File: src/rtl/zd_pkg.sv
// Package: shared types for the silence detector.
// Assumes a 2-bit rule select where any code with bit 1 set picks the pattern rule.
package zd_pkg;

    typedef enum logic [1:0] {
        RULE_OFF = 2'd0,
        RULE_BAL = 2'd1,
        RULE_PAT = 2'd2
    } zd_rule_e;

    // Map the raw select code to a rule.
    function automatic zd_rule_e decode_rule(input logic [1:0] sel);
        if (sel[1])
            return RULE_PAT;
        else if (sel[0])
            return RULE_BAL;
        else
            return RULE_OFF;
    endfunction

endpackage

File: src/rtl/zd_cfg_watch.sv
// Module: zd_cfg_watch
// Remembers the configuration seen on the previous clock. It raises a
// restart pulse in any cycle where the configuration differs from that copy.
// Assumes the configuration inputs are synchronous to clk.
module zd_cfg_watch #(
    parameter int CFG_W = 4
) (
    input  logic             clk,
    input  logic             rst_n,
    input  logic [CFG_W-1:0] cfg,
    output logic             restart
);

    logic [CFG_W-1:0] cfg_q;

    // Keep last cycle's configuration; adopt the live value during reset.
    always_ff @(posedge clk) begin
        cfg_q <= cfg;
    end

    // A difference from the stored copy is a configuration change.
    assign restart = rst_n && (cfg != cfg_q);

endmodule

File: src/rtl/zd_pcm_run.sv
// Module: zd_pcm_run
// Counts consecutive all-zero samples on one channel and raises a flag
// once PCM_RUN of them have arrived. A non-zero sample restarts the run.
// Assumes one strobe per word-clock period. The count saturates at PCM_RUN.
module zd_pcm_run #(
    parameter int SAMPLE_W = 24,
    parameter int PCM_RUN  = 1024
) (
    input  logic                clk,
    input  logic                rst_n,
    input  logic                restart,
    input  logic                active,
    input  logic                enable,
    input  logic                stb,
    input  logic [SAMPLE_W-1:0] data,
    output logic                flag
);

    localparam int CW = $clog2(PCM_RUN + 1);
    localparam logic [CW-1:0] RUN_MAX  = CW'(PCM_RUN);
    localparam logic [CW-1:0] RUN_LAST = CW'(PCM_RUN - 1);

    logic [CW-1:0] run_cnt;
    logic          flag_q;
    logic          is_zero;

    // Detect an all-zero sample.
    assign is_zero = (data == '0);

    // Advance or restart the zero run on each accepted sample.
    always_ff @(posedge clk) begin
        if (!rst_n) begin
            run_cnt <= '0;
            flag_q  <= 1'b0;
        end else if (restart) begin
            run_cnt <= '0;
            flag_q  <= 1'b0;
        end else if (active && stb) begin
            if (is_zero) begin
                if (run_cnt != RUN_MAX)
                    run_cnt <= run_cnt + 1'b1;
                flag_q <= enable && (run_cnt >= RUN_LAST);
            end else begin
                run_cnt <= '0;
                flag_q  <= 1'b0;
            end
        end
    end

    assign flag = flag_q;

    AST_PCM_DATA_CLEARS: assert property (@(posedge clk) disable iff (!rst_n)
        (active && stb && !is_zero) |=> (!flag_q && run_cnt == '0));

    AST_PCM_GATED: assert property (@(posedge clk) disable iff (!rst_n)
        (!enable) |=> !flag_q);

    AST_PCM_NO_EARLY: assert property (@(posedge clk) disable iff (!rst_n)
        flag_q |-> (run_cnt == RUN_MAX));

endmodule

File: src/rtl/zd_dsd_run.sv
// Module: zd_dsd_run
// Gathers one channel's bit stream MSB-first into groups and judges each
// group on the strobe that completes it. A run starts with an accepted
// group, and the flag rises after DSD_TICKS time-base ticks of unbroken run.
// Assumes GROUP_W >= 2 and that a rejected group outranks a coinciding tick.
module zd_dsd_run
    import zd_pkg::*;
#(
    parameter int          GROUP_W   = 8,
    parameter int          DSD_TICKS = 23,
    parameter logic [GROUP_W-1:0] PATTERN = 8'h96
) (
    input  logic     clk,
    input  logic     rst_n,
    input  logic     restart,
    input  logic     active,
    input  zd_rule_e rule,
    input  logic     bit_stb,
    input  logic     bit_in,
    input  logic     tick,
    output logic     flag
);

    localparam int BW = $clog2(GROUP_W);
    localparam int TW = $clog2(DSD_TICKS + 1);
    localparam logic [BW-1:0] LAST_BIT = BW'(GROUP_W - 1);
    localparam logic [BW:0]   HALF     = (BW + 1)'(GROUP_W / 2);
    localparam logic [TW-1:0] TICK_MAX = TW'(DSD_TICKS);
    localparam logic [TW-1:0] TICK_LST = TW'(DSD_TICKS - 1);

    logic [GROUP_W-2:0] shift_q;
    logic [BW-1:0]      nbits_q;
    logic               run_q;
    logic [TW-1:0]      tcnt_q;
    logic               flag_q;

    logic [GROUP_W-1:0] group;
    logic [BW:0]        ones;
    logic               done;
    logic               good;
    logic               bad;

    // Form the candidate group with the newest bit as LSB.
    assign group = {shift_q, bit_in};

    // Count the ones in the candidate group.
    always_comb begin
        ones = '0;
        for (int i = 0; i < GROUP_W; i++)
            ones = ones + {{BW{1'b0}}, group[i]};
    end

    // Judge the group against the selected rule.
    assign done = bit_stb && (nbits_q == LAST_BIT);
    assign good = (rule == RULE_PAT) ? (group == PATTERN) : (ones == HALF);
    assign bad  = done && !good;

    // Shift bits in and count them toward a full group.
    always_ff @(posedge clk) begin
        if (!rst_n || restart) begin
            shift_q <= '0;
            nbits_q <= '0;
        end else if (active && bit_stb) begin
            shift_q <= group[GROUP_W-2:0];
            nbits_q <= done ? '0 : nbits_q + 1'b1;
        end
    end

    // Track the run, count window ticks and raise the flag.
    always_ff @(posedge clk) begin
        if (!rst_n || restart) begin
            run_q  <= 1'b0;
            tcnt_q <= '0;
            flag_q <= 1'b0;
        end else if (active) begin
            if (bad) begin
                run_q  <= 1'b0;
                tcnt_q <= '0;
                flag_q <= 1'b0;
            end else begin
                if (done)
                    run_q <= 1'b1;
                if (tick && run_q) begin
                    if (tcnt_q != TICK_MAX)
                        tcnt_q <= tcnt_q + 1'b1;
                    if (tcnt_q >= TICK_LST)
                        flag_q <= 1'b1;
                end
            end
        end
    end

    assign flag = flag_q;

    AST_DSD_BAD_CLEARS: assert property (@(posedge clk) disable iff (!rst_n)
        (active && bad && !restart) |=> (!flag_q && tcnt_q == '0 && !run_q));

    AST_DSD_NO_EARLY: assert property (@(posedge clk) disable iff (!rst_n)
        flag_q |-> (tcnt_q == TICK_MAX && run_q));

    AST_DSD_TICK_NEEDS_RUN: assert property (@(posedge clk) disable iff (!rst_n)
        (!run_q && !restart) |=> (tcnt_q == $past(tcnt_q)));

endmodule

File: src/rtl/zd_silence_detect.sv
// Module: zd_silence_detect (top)
// Two-channel silence detector with a sample mode and a one-bit stream mode.
// Per channel, a sample-run unit and a stream-run unit are built. The live
// mode picks which one drives the flag. A configuration change restarts both.
// Assumes all strobes are single-cycle and synchronous to clk.
module zd_silence_detect
    import zd_pkg::*;
#(
    parameter int SAMPLE_W  = 24,
    parameter int PCM_RUN   = 1024,
    parameter int DSD_TICKS = 23,
    parameter int GROUP_W   = 8
) (
    input  logic                clk,
    input  logic                rst_n,
    input  logic                dsd_mode,
    input  logic                pcm_zero_en,
    input  logic [1:0]          dsd_rule_sel,
    input  logic                smp_stb,
    input  logic [SAMPLE_W-1:0] smp_left,
    input  logic [SAMPLE_W-1:0] smp_right,
    input  logic                bit_stb,
    input  logic                bit_left,
    input  logic                bit_right,
    input  logic                ms_tick,
    output logic                zero_left,
    output logic                zero_right,
    output logic [1:0]          zero_status
);

    localparam int NCH   = 2;
    localparam int CFG_W = 4;

    zd_rule_e            rule;
    logic                restart;
    logic                pcm_active;
    logic                dsd_active;
    logic [SAMPLE_W-1:0] smp_ch [NCH];
    logic [NCH-1:0]      bit_ch;
    logic [NCH-1:0]      pcm_flag;
    logic [NCH-1:0]      dsd_flag;
    logic [NCH-1:0]      flag_ch;

    // Decode the rule and qualify each mode's unit.
    assign rule       = decode_rule(dsd_rule_sel);
    assign pcm_active = !dsd_mode;
    assign dsd_active = dsd_mode && (rule != RULE_OFF);

    // Index the channel inputs: 0 left, 1 right.
    assign smp_ch[0] = smp_left;
    assign smp_ch[1] = smp_right;
    assign bit_ch    = {bit_right, bit_left};

    zd_cfg_watch #(.CFG_W(CFG_W)) u_cfg (
        .clk     (clk),
        .rst_n   (rst_n),
        .cfg     ({dsd_mode, pcm_zero_en, dsd_rule_sel}),
        .restart (restart)
    );

    for (genvar ch = 0; ch < NCH; ch++) begin : g_ch
        zd_pcm_run #(.SAMPLE_W(SAMPLE_W), .PCM_RUN(PCM_RUN)) u_pcm (
            .clk     (clk),
            .rst_n   (rst_n),
            .restart (restart),
            .active  (pcm_active),
            .enable  (pcm_zero_en),
            .stb     (smp_stb),
            .data    (smp_ch[ch]),
            .flag    (pcm_flag[ch])
        );

        zd_dsd_run #(.GROUP_W(GROUP_W), .DSD_TICKS(DSD_TICKS),
                     .PATTERN(GROUP_W'(8'h96))) u_dsd (
            .clk     (clk),
            .rst_n   (rst_n),
            .restart (restart),
            .active  (dsd_active),
            .rule    (rule),
            .bit_stb (bit_stb),
            .bit_in  (bit_ch[ch]),
            .tick    (ms_tick),
            .flag    (dsd_flag[ch])
        );

        // Pick the unit of the live mode.
        assign flag_ch[ch] = dsd_mode ? dsd_flag[ch] : pcm_flag[ch];
    end

    assign zero_left   = flag_ch[0];
    assign zero_right  = flag_ch[1];
    assign zero_status = flag_ch;

    AST_CFG_CLEAR: assert property (@(posedge clk) disable iff (!rst_n)
        restart |=> (!zero_left && !zero_right));

    AST_DSD_OFF: assert property (@(posedge clk) disable iff (!rst_n)
        (dsd_mode && dsd_rule_sel == 2'b00) |=> (zero_status == 2'b00));

    AST_PCM_IDLE_STABLE: assert property (@(posedge clk) disable iff (!rst_n)
        (!dsd_mode && !smp_stb && !restart) |=> $stable(zero_status));

endmodule

File: config.mk
export PLATFORM = sky130hd
export DESIGN_NAME = zd_silence_detect
export DESIGN_NICKNAME = d
export VERILOG_FILES = /design/src/rtl/zd_pkg.sv /design/src/rtl/zd_cfg_watch.sv /design/src/rtl/zd_pcm_run.sv /design/src/rtl/zd_dsd_run.sv /design/src/rtl/zd_silence_detect.sv
export SDC_FILE = /design/constraint.sdc
export NUM_CORES = 1
export LEC_CHECK = 0
export ABC_AREA = 1
export BUFFER_PORTS_ARGS = -buffer_cell sky130_fd_sc_hd__buf_4
export CORE_AREA = 10 10 131 133
export DETAILED_ROUTE_END_ITERATION = 8
export DIE_AREA = 0 0 141 143
export GPL_ROUTABILITY_DRIVEN = 0
export PLACE_DENSITY = 0.52
export SLEW_MARGIN = 15
export SYNTH_ARGS = -nofsm -noshare
export SYNTH_HDL_FRONTEND = slang
export SYNTH_SLANG_ARGS = --single-unit
File: constraint.sdc
create_clock -name clk -period 10.1 [get_ports clk]
set_input_delay 3.03 -clock clk [delete_from_list [all_inputs] [get_ports clk]]
set_output_delay 3.03 -clock clk [all_outputs]
set_load 0.01 [all_outputs]
==> summary.txt <==
core area: 14,400 um^2
number of standard-cell rows in the floorplan: 44
insertion delay of the later-clocked pin in the worst-skew pair: 0.32 ns
Post-Synthesis Net Count: 665
Vert. Die Dim: 143 um
total number of yosys warnings: 0
total negative slack for setup checks: 0 ns
RSZ-0062 raised after global routing: no
share of synthesized registers carrying an async set or reset: 0%
overall via count from detail_route: 3,725
Max-slew headroom: 54.2%
count of flip-flops with a built-in enable after synthesis: 0
cells taking the most area after synthesis: sky130_fd_sc_hd__dfxtp_1 32%, sky130_fd_sc_hd__nand2_1 16%, sky130_fd_sc_hd__nor2_1 9.2%
first-pass GRT wire length: 16,300 um
highest net fanout along the worst path: 6
peak supply drop: 0.0000849 V
die width: 141 um
final count of negative-setup-slack endpoints: 0
antenna diode instance count: 0
total global routing overflow: 0
final clock skew: 0.00681 ns
I/O Buffers: 62
most used standard cell by instance count after synthesis: sky130_fd_sc_hd__nand2_1
clk root buf: sky130_fd_sc_hd__clkbuf_16
core utilization of the finished layout: 32.9%
Max Fclk: 150 MHz
I/O pin cnt: 63
first-iteration detailed-routing DRC count: 173
max-slew violation count: 0
leading post-synthesis cells by instance count: 161 x sky130_fd_sc_hd__nand2_1, 94 x sky130_fd_sc_hd__nor2_1, 65 x sky130_fd_sc_hd__inv_1, 62 x sky130_fd_sc_hd__dfxtp_1, 51 x sky130_fd_sc_hd__a21oi_1
H-tree level count: 3
synthesis-stage register bit count: 62
Worst-Margin Slew: 0.685 ns
static leakage: 1.89 nW
Max Cap Violations: 0
via count normalized by instance count: 4.49
post-detailed-route wirelength per cell: 11.4 um
CTS Hold Buffers Added: 0
portion of the post-synthesis area used by sequential elements: 32.5%
maximum buffer depth of the clock tree: 2
Post-route DRC: 0
path type of the worst setup path: input port to output port
number of standard cells after synthesis: 578
number of global-route vias before repair: 3,616
final hold viol count: 0
portion of synthesized cell area occupied by the leading cell type: 32.5%
CTS tree: yes
synthesis-to-finish area growth: 24.2%
required time worst endpoint: 7.07 ns
category of the worst setup path launch point: input port
number of detailed-route iterations in the first pass: 4
post-CTS setup repair buffer count: 0
cell area reported after detailed placement: 4450 um^2
final HPWL from detailed placement: 7170 um
final critical-path share of the clock period: 65.8%
starting density of the core: 26.5%
die area: 20,200 um^2
Layout Nets: 727
pin count of the biggest net entering global routing: 43
Final Instance Area: 4750 um^2
cell type contributing the most total cell area after synthesis: sky130_fd_sc_hd__dfxtp_1
global-route usage over all layers: 9.54%
Final min period: 6.65 ns
Synth Cell Area: 3820 um^2
initial antenna violation count: 0
Clock Sink Count: 62
Critical Path AT: 3.62 ns
proportion of layout cells with a drive suffix above 1: 14.7%
grt met3 use: 2.99%
run status: finished clean
cells resized by post-CTS repair: 0
antenna-violating nets left: 0
highest-utilization routing layer at the global route stage: met2
kind of end point of the critical path: output port
count of different cell masters after synthesis: 35
aggregate routed wire length: 9480 um
clock transition at the register clock pins on the worst setup and hold paths after CTS: 0.05 ns
worst min-delay path class: flip-flop to flip-flop
average instance area after synthesis: 6.62 um^2
Inserted Clock Buffers: 9
Top FF cell, synth: sky130_fd_sc_hd__dfxtp_1
power density relative to cell area: 125 nW/um^2
met1 track demand over resource in global routing: 10.9%
GRT met2 Usage: 16.9%
-- path summary, 6_finish.rpt --
path / to / cells past startpoint / start / slack, ns
setup / recovery: zero_right / 5 / dsd_mode / 3.45
hold / removal: g_ch[1].u_dsd.tcnt_q[0] / 1 / g_ch[1].u_dsd.tcnt_q[0] / 0.46
setup reg to reg: g_ch[0].u_dsd.tcnt_q[4] / 15 / g_ch[0].u_dsd.shift_q[0] / 6.56
hold reg to reg: g_ch[1].u_dsd.tcnt_q[0] / 1 / g_ch[1].u_dsd.tcnt_q[0] / 0.46
-- metrics by stage --
stage                     worst slack, ns  total power [mW]  std cells  hold slack, ns
after floorplan                      3.65             0.270        578           0.431
after global placement               3.44             0.291        813           0.450
after detailed placement             3.44             0.292        813           0.455
after CTS                            3.44             0.604        829           0.463
after global routing                 3.37             0.620        829           0.488
final                                3.45             0.594        829           0.462
-- layout make-up --
type	count	area, um^2
repair buffers	63	473
clock buffers	9	225
flip-flops and latches	62	1240
inverters	69	259
multi-input cells	435	2250
well taps	184	230
fillers	1571	9670
clock inverters	7	73.8
-- state kept, by name (all words and copies together), names as in the netlist --
| name | flops |
|---|---|
| g_ch.u_dsd.flag | 2 |
| g_ch.u_dsd.nbits_q | 6 |
| g_ch.u_dsd.run_q | 2 |
| g_ch.u_dsd.shift_q | 14 |
| g_ch.u_dsd.tcnt_q | 10 |
| g_ch.u_pcm.flag | 2 |
| g_ch.u_pcm.run_cnt | 22 |
| u_cfg.cfg_q | 4 |
-- kinds of logic after synthesis --
family	after synthesis	synth area share, %
and+or+nand+nor	329	36.1
xor gates and xnor gates	12	2.75
buffers and inverters	81	8.77
adders and majority gates	28	10.7
AOI/OAI and AO/OA	66	9.19
DFF	62	32.5
-- critical path, stage by stage --
cell and delay [ns]:
sky130_fd_sc_hd__buf_4 0.14, sky130_fd_sc_hd__inv_1 0.12, sky130_fd_sc_hd__nand2_1 0.06, sky130_fd_sc_hd__nand2_1 0.11
sky130_fd_sc_hd__buf_4 0.15
-- cell usage in the layout (no fill, tap or decap), types with 3 or more instances in the layout --
cell type,count
sky130_fd_sc_hd__a21oi_1,51
sky130_fd_sc_hd__fa_1,8
sky130_fd_sc_hd__nand4_1,9
sky130_fd_sc_hd__nand2_1,161
sky130_fd_sc_hd__buf_4,63
sky130_fd_sc_hd__nor3_1,11
sky130_fd_sc_hd__nand3_2,3
sky130_fd_sc_hd__clkbuf_16,9
sky130_fd_sc_hd__xor2_1,9
sky130_fd_sc_hd__nor2_1,94
sky130_fd_sc_hd__o21ai_0,5
sky130_fd_sc_hd__clkinvlp_4,4
sky130_fd_sc_hd__inv_1,65
sky130_fd_sc_hd__ha_1,20
sky130_fd_sc_hd__dfxtp_1,62
sky130_fd_sc_hd__nand2_2,5
sky130_fd_sc_hd__inv_2,4
sky130_fd_sc_hd__nand3_1,39
sky130_fd_sc_hd__o211ai_1,3
sky130_fd_sc_hd__xnor2_1,3
-- metal layers --
metal	up-vias	part of all wire, %
met2	73	50
met4	0	0.66
met5	-	0
li1	1964	-
met1	1680	45
met3	8	4.4
-- power breakdown --
| group | internal [mW] | switching [mW] | leakage, nW |
|---|---|---|---|
| clock network | 0.191 | 0.116 | 0.134 |
| registers | 0.246 | 0.000455 | 0.501 |
| logic | 0.0197 | 0.0208 | 1.26 |
Power figures use the tool's default switching activity.
